<file path="src/rtl/rxf_pkg.sv">
package rxf_pkg;

    typedef enum logic [1:0] {
        SRC_FULL  = 2'd0,
        SRC_SLOWA = 2'd1,
        SRC_SLOWB = 2'd2,
        SRC_SUB   = 2'd3
    } int_src_e;

    typedef struct packed {
        logic s2;
        logic s1;
        logic s0;
    } smp_t;

    localparam logic IDLE_LEVEL = 1'b1;

    function automatic logic all_agree(input smp_t s);
        return (s.s0 == s.s1) && (s.s1 == s.s2);
    endfunction

    function automatic smp_t smp_shift(input smp_t s, input logic din);
        smp_t r;
        r.s2 = s.s1;
        r.s1 = s.s0;
        r.s0 = din;
        return r;
    endfunction

endpackage

</file>
<file path="src/rtl/rxf_sync.sv">
module rxf_sync #(
    parameter int unsigned W = 1,
    parameter logic [W-1:0] RST_VAL = '0
) (
    input  logic         clk,
    input  logic         rst,
    input  logic [W-1:0] d,
    output logic [W-1:0] q
);
    logic [W-1:0] meta_r;
    logic [W-1:0] q_r;

    always_ff @(posedge clk) begin
        if (rst) begin
            meta_r <= RST_VAL;
            q_r    <= RST_VAL;
        end else begin
            meta_r <= d;
            q_r    <= meta_r;
        end
    end

    assign q = q_r;
endmodule

</file>
<file path="src/rtl/rxf_tick_src.sv">
module rxf_tick_src
    import rxf_pkg::*;
#(
    parameter int unsigned PRE_A_LOG2 = 3,
    parameter int unsigned PRE_B_LOG2 = 5
) (
    input  logic       clk,
    input  logic       rst,
    input  logic       sub_s,
    input  logic       ext_s,
    input  logic       use_ext,
    input  logic [1:0] int_src,
    output logic       src_tick
);
    localparam int unsigned PRE_W = PRE_B_LOG2;

    logic [PRE_W-1:0] pre_cnt;
    logic             sub_d;
    logic             ext_d;
    logic             tick_a;
    logic             tick_b;
    logic             sub_rise;
    logic             ext_rise;
    logic             int_tick;

    always_ff @(posedge clk) begin
        if (rst) begin
            pre_cnt <= '0;
            sub_d   <= 1'b0;
            ext_d   <= 1'b0;
        end else begin
            pre_cnt <= pre_cnt + 1'b1;
            sub_d   <= sub_s;
            ext_d   <= ext_s;
        end
    end

    assign tick_a   = &pre_cnt[PRE_A_LOG2-1:0];
    assign tick_b   = &pre_cnt;
    assign sub_rise = sub_s & ~sub_d;
    assign ext_rise = ext_s & ~ext_d;

    always_comb begin
        unique case (int_src_e'(int_src))
            SRC_FULL:  int_tick = 1'b1;
            SRC_SLOWA: int_tick = tick_a;
            SRC_SLOWB: int_tick = tick_b;
            SRC_SUB:   int_tick = sub_rise;
            default:   int_tick = 1'b0;
        endcase
    end

    assign src_tick = use_ext ? ext_rise : int_tick;

    AST_SLOWA_SPACED: assert property (@(posedge clk) disable iff (rst)
        tick_a |=> !tick_a);
    AST_EXT_NO_BACK_TO_BACK: assert property (@(posedge clk) disable iff (rst)
        (use_ext && src_tick) |=> !(use_ext && src_tick));
endmodule

</file>
<file path="src/rtl/rxf_strobe_div.sv">
module rxf_strobe_div #(
    parameter int unsigned DIV_W = 8
) (
    input  logic             clk,
    input  logic             rst,
    input  logic             src_tick,
    input  logic [DIV_W-1:0] divisor,
    output logic             sample_en
);
    logic [DIV_W-1:0] cnt;
    logic             wrap;

    assign wrap      = (cnt >= divisor);
    assign sample_en = src_tick & wrap;

    always_ff @(posedge clk) begin
        if (rst) begin
            cnt <= '0;
        end else if (src_tick) begin
            cnt <= wrap ? '0 : cnt + 1'b1;
        end
    end

    AST_DIV_ZERO_EVERY_TICK: assert property (@(posedge clk) disable iff (rst)
        (src_tick && divisor == '0) |-> sample_en);
    AST_STROBE_RESTARTS: assert property (@(posedge clk) disable iff (rst)
        (sample_en && divisor != '0) |=> !(src_tick && $stable(divisor) && sample_en));
endmodule

</file>
<file path="src/rtl/rxf_match.sv">
module rxf_match
    import rxf_pkg::*;
(
    input  logic clk,
    input  logic rst,
    input  logic sample_en,
    input  logic din,
    output logic dout
);
    smp_t smp;
    logic filt_q;

    always_ff @(posedge clk) begin
        if (rst) begin
            smp    <= '{s2: IDLE_LEVEL, s1: IDLE_LEVEL, s0: IDLE_LEVEL};
            filt_q <= IDLE_LEVEL;
        end else begin
            if (sample_en) begin
                smp <= smp_shift(smp, din);
            end
            if (all_agree(smp)) begin
                filt_q <= smp.s0;
            end
        end
    end

    assign dout = filt_q;

    AST_LATCH_HOLD: assert property (@(posedge clk) disable iff (rst)
        !sample_en |=> $stable(smp));
    AST_MATCH_FORWARD: assert property (@(posedge clk) disable iff (rst)
        all_agree(smp) |=> (dout == $past(smp.s0)));
    AST_MISMATCH_HOLD: assert property (@(posedge clk) disable iff (rst)
        !all_agree(smp) |=> $stable(dout));
endmodule

</file>
<file path="src/rtl/rxd_glitch_filter.sv">
module rxd_glitch_filter
    import rxf_pkg::*;
#(
    parameter int unsigned DIV_W      = 8,
    parameter int unsigned PRE_A_LOG2 = 3,
    parameter int unsigned PRE_B_LOG2 = 5
) (
    input  logic             clk,
    input  logic             rst,
    input  logic             rxd_raw,
    input  logic             lsclk,
    input  logic             ext_sclk,
    input  logic             use_ext,
    input  logic [1:0]       int_src,
    input  logic [DIV_W-1:0] divisor,
    input  logic             filt_en,
    output logic             rxd_int
);
    logic       rxd_s;
    logic [1:0] clk_s;
    logic       src_tick;
    logic       sample_en;
    logic       filt_out;

    rxf_sync #(.W(1), .RST_VAL(IDLE_LEVEL)) u_rxd_sync (
        .clk (clk),
        .rst (rst),
        .d   (rxd_raw),
        .q   (rxd_s)
    );

    rxf_sync #(.W(2), .RST_VAL(2'b00)) u_clk_sync (
        .clk (clk),
        .rst (rst),
        .d   ({ext_sclk, lsclk}),
        .q   (clk_s)
    );

    rxf_tick_src #(.PRE_A_LOG2(PRE_A_LOG2), .PRE_B_LOG2(PRE_B_LOG2)) u_tick (
        .clk      (clk),
        .rst      (rst),
        .sub_s    (clk_s[0]),
        .ext_s    (clk_s[1]),
        .use_ext  (use_ext),
        .int_src  (int_src),
        .src_tick (src_tick)
    );

    rxf_strobe_div #(.DIV_W(DIV_W)) u_div (
        .clk       (clk),
        .rst       (rst),
        .src_tick  (src_tick),
        .divisor   (divisor),
        .sample_en (sample_en)
    );

    rxf_match u_match (
        .clk       (clk),
        .rst       (rst),
        .sample_en (sample_en),
        .din       (rxd_s),
        .dout      (filt_out)
    );

    assign rxd_int = filt_en ? filt_out : rxd_s;

    AST_IDLE_AFTER_RESET: assert property (@(posedge clk)
        $fell(rst) |-> rxd_int == IDLE_LEVEL);
endmodule

</file>
<file path="config.mk">
export PLATFORM = sky130hd
export DESIGN_NAME = rxd_glitch_filter
export DESIGN_NICKNAME = d
export VERILOG_FILES = /design/src/rtl/rxf_pkg.sv /design/src/rtl/rxf_sync.sv /design/src/rtl/rxf_tick_src.sv /design/src/rtl/rxf_strobe_div.sv /design/src/rtl/rxf_match.sv /design/src/rtl/rxd_glitch_filter.sv
export SDC_FILE = /design/constraint.sdc
export NUM_CORES = 1
export LEC_CHECK = 0
export BUFFER_PORTS_ARGS = -buffer_cell sky130_fd_sc_hd__buf_4
export CAP_MARGIN = 10
export CELL_PAD_IN_SITES_DETAIL_PLACEMENT = 1
export CELL_PAD_IN_SITES_GLOBAL_PLACEMENT = 1
export CORE_AREA = 3 3 51 76
export DETAILED_ROUTE_END_ITERATION = 12
export DIE_AREA = 0 0 54 79
export GPL_TIMING_DRIVEN = 0
export PLACE_DENSITY_LB_ADDON = 0.05
export SLEW_MARGIN = 20
export SYNTH_ARGS = -nofsm -noshare
export SYNTH_HDL_FRONTEND = slang
export SYNTH_SLANG_ARGS = --single-unit
</file>
<file path="constraint.sdc">
create_clock -name clk -period 1.7 [get_ports clk]
set_input_delay 0.17 -clock clk [delete_from_list [all_inputs] [get_ports clk]]
set_output_delay 0.17 -clock clk [all_outputs]
set_load 0.1 [all_outputs]
</file>
==> run_results.csv <==
group,metric,value,unit
run,max_cap_viol_count,0,
synth,synth-xor-area-share,0.709,%
synth,synth.area.top_cells,"dfxtp_1 (40%), ha_1 (12%), nand3_1 (5.7%)",
synth,yosysWarningCount,0,
worst_setup_path,cp-startpoint,"u_div.cnt[3]$_SDFFE_PP0P_",
synth,async_flop_share,0,%
worst_hold_path,min_to,"u_rxd_sync.meta_r$_SDFF_PP1_",
timing,clock-skew-final,4.34,ps
global_routing,grt_start_max_net_pins,15,
timing,worst_hold_slack,80.7,ps
place,port_buffers,16,
synth,synth_cells,137,
outcome,status,"finished with violations",
worst_setup_path,critPathMaxFanout,7,
drt,drt-vias-per-instance,5.20,
global_routing,grt_pass1_wl,4.69,mm
worst_setup_path,slowest_stage,"o31a_4",
worst_setup_path,worst-path-buf-inv,1,
worst_setup_path,r2r_slack,-100,ps
synth,netlist_area,1240,sq um
synth,ys_seq_area_share,40.5,%
die,die_x,54,um
cells_and_area,stdcell_area,1650,sq um
drt,post_drt_wl_per_cell,14.1,um
synth,synth_top_area_cell,"dfxtp_1",
worst_hold_path,min_path_cells,2,
die,core,3220,sq um
synth,synth_seq_cells,25,
power_and_ir_drop,peakVddDrop,607,uV
cells_and_area,final_common_cell,"buf_4",
worst_hold_path,min_from,"rxd_raw",
synth,synthSimpleGateAreaFrac,28.8,%
die,num_rows,25,
drt,ant_nets,0,
cells_and_area,final_net_count,198,
synth,synth_top_family_by_area,"simple AND/OR/NAND/NOR gates",
worst_setup_path,critPathRequiredTime,1900,ps
worst_setup_path,criticalPathCategory,"reg -> reg",
cells_and_area,drive_above_1_share,36.9,%
clocking,cts_tree,"done",
synth,yosys.area_share.adder,12.1,%
cells_and_area,antennaDiodeCount,0,
drt,drt_first_pass_iters,3,
timing,tightest_slew,499,ps
timing,slew_violations,0,
worst_setup_path,reg2reg_to,"u_match.smp[2]$_SDFFE_PP1P_",
worst_setup_path,cp_cell_sequence,"ha_2 > o21a_1 > a21oi_2 > o31a_4 > buf_4 > nor2_4 > mux2i_1",
timing,finalSetupViolations,11,
drt,routed_wl,2.94,mm
timing,period_minus_slack,1800,ps
worst_setup_path,crit_path_end_kind,"flip-flop",
worst_setup_path,cp_top_family,"compound AO/OA/AOI/OAI gates",
timing,rsz0062_at_grt,"true",
die,die_h,79,um
die,ios,18,
clocking,path_clk_slew,90,ps
global_routing,overflow,0,
global_routing,antenna_found_initial,0,
cells_and_area,final_cell_mix,"buf_4 (27), dfxtp_1 (18), nand3_1 (11)",
die,die-area,4270,sq um
clocking,cts-htree-levels,1,
synth,synthMuxAreaShare,3.34,%
global_routing,grt_usage,14.7,%
cells_and_area,syn2layout_area_growth,33.8,%
die,initial_core_util,38.4,%
clocking,cts_buffers,3,
synth,ys_types,32,
clocking,cts_root_buffer,"clkbuf_8",
worst_setup_path,cp_data_arrival_time,2000,ps
place,dpl.hpwl,2.12,mm
synth,synth_area_per_cell,9.02,sq um
clocking,cts_sinks,25,
timing,maxSlewHeadroom,66.7,%
worst_hold_path,hp-class,"in -> reg",
clocking,holdBufCountCts,0,
synth,synth_top_area_share,40.5,%
timing,setup_ws,-104,ps
drt,via_count,1081,
worst_setup_path,reg2regPathDepth,7,
power_and_ir_drop,p_leak,0.716,nW
clocking,clockBufferDepth,2,
worst_setup_path,cp_slowest_stage_delay,390,ps
timing,clock.fmax,0.554,GHz
synth,synth_compound_area_share,9.92,%
clocking,insertion_delay,270,ps
place,gp_congestion,0.767,
worst_setup_path,worstReg2RegStart,"u_div.cnt[3]$_SDFFE_PP0P_",
synth,syn_nets,166,
global_routing,grt_pass1_vias,1137,
drt,drcViolationCount,0,
cells_and_area,post-route-util,51.3,%
drt,drt_iter0_drc,11,
timing,hold_viol,0,
outcome,violations,"setup timing",
power_and_ir_drop,cellPowerDensity,678,nW/um^2
synth,ys.flop_type,"dfxtp_1",
worst_setup_path,cp-start-kind,"flip-flop",
place,preCtsSetupSlack,-196,ps
timing,post-route-period-util,106,%
place,postPlaceCellArea,1440,sq um
synth,synth_edf_count,0,
-- state kept, by name, summed over array words and instances, names as in the netlist --
register	flops
u_clk_sync.meta_r	2
u_clk_sync.q	2
u_div.cnt	8
u_match.dout	1
u_match.smp	3
u_rxd_sync.meta_r	1
u_rxd_sync.q	1
u_tick.ext_d	1
u_tick.pre_cnt	5
u_tick.sub_d	1
-- repair_timing --
item,CTS,global route
endpoints found under the setup margin,11,11
gates cloned,1,0
resized for setup,8,16
pin swaps,2,11
buffers inserted,7,4
-- synthesized netlist by cell type (2+ instances only) --
library cell	number
mux2i_1	3
or2_2	3
ha_1	12
nand3_1	14
clkbuf_1	4
nor2_1	10
dfxtp_1	25
inv_1	8
and3_1	2
nand4b_1	3
nand3b_1	5
nand2b_1	2
nand2_1	9
and2_1	2
o21a_1	2
a31oi_1	5
a21oi_1	5
nor2b_1	9
-- logic make-up after synthesis --
group,after synthesis
and+or+nand+nor,65
DFF,25
AOI/OAI and AO/OA,17
buffers and inverters,13
adders and majority gates,12
muxes,4
xor gates and xnor gates,1
-- per-layer routing --
metal | share of wire (%) | track usage [%]
met5 | 0 | 0
met4 | 1.1 | 5.24
met3 | 2.6 | 1.69
met2 | 59 | 28.6
met1 | 37 | 15.0
-- per-stage QoR --
step | cells | total power [W] | TNS (ps)
finish | 208 | 0.00112 | -875
global route | 208 | 0.00119 | -1820
CTS | 205 | 0.00112 | -1520
detailed placement | 193 | 0.000756 | -1760
global placement | 193 | 0.000749 | -1440
floorplan | 137 | 0.000704 | -42.8
-- layout make-up --
cell class	instances	area [sq um]
fillers	368	1570
multi-input cells	99	777
flip-flops and latches	25	514
repair buffers	28	214
well taps	40	50.0
clock buffers	3	41.3
inverters	8	30.0
plain buffers	4	22.5
clock inverters	1	5.00
-- report_power, final --
| part | switching (W) | internal [W] |
|---|---|---|
| Sequential | 0.0000130 | 0.000602 |
| Combinational | 0.0000723 | 0.0000860 |
| Clock | 0.000184 | 0.000164 |
| Total | 0.000270 | 0.000852 |
-- worst max-delay path by stage --
| stage | to | slack, ps | depth (start not counted) |
|---|---|---|---|
| after floorplan | u_match.smp[1]$_SDFFE_PP1P_ | -10 | 9 |
| after global placement | u_div.cnt[7]$_SDFFE_PP0P_ | -150 | 7 |
| after detailed placement | u_match.smp[1]$_SDFFE_PP1P_ | -200 | 9 |
| after CTS | u_match.smp[1]$_SDFFE_PP1P_ | -160 | 9 |
| after global routing | u_match.smp[1]$_SDFFE_PP1P_ | -200 | 8 |
| final | u_match.smp[2]$_SDFFE_PP1P_ | -100 | 7 |
No activity file was read; power rests on OpenSTA's default activity.
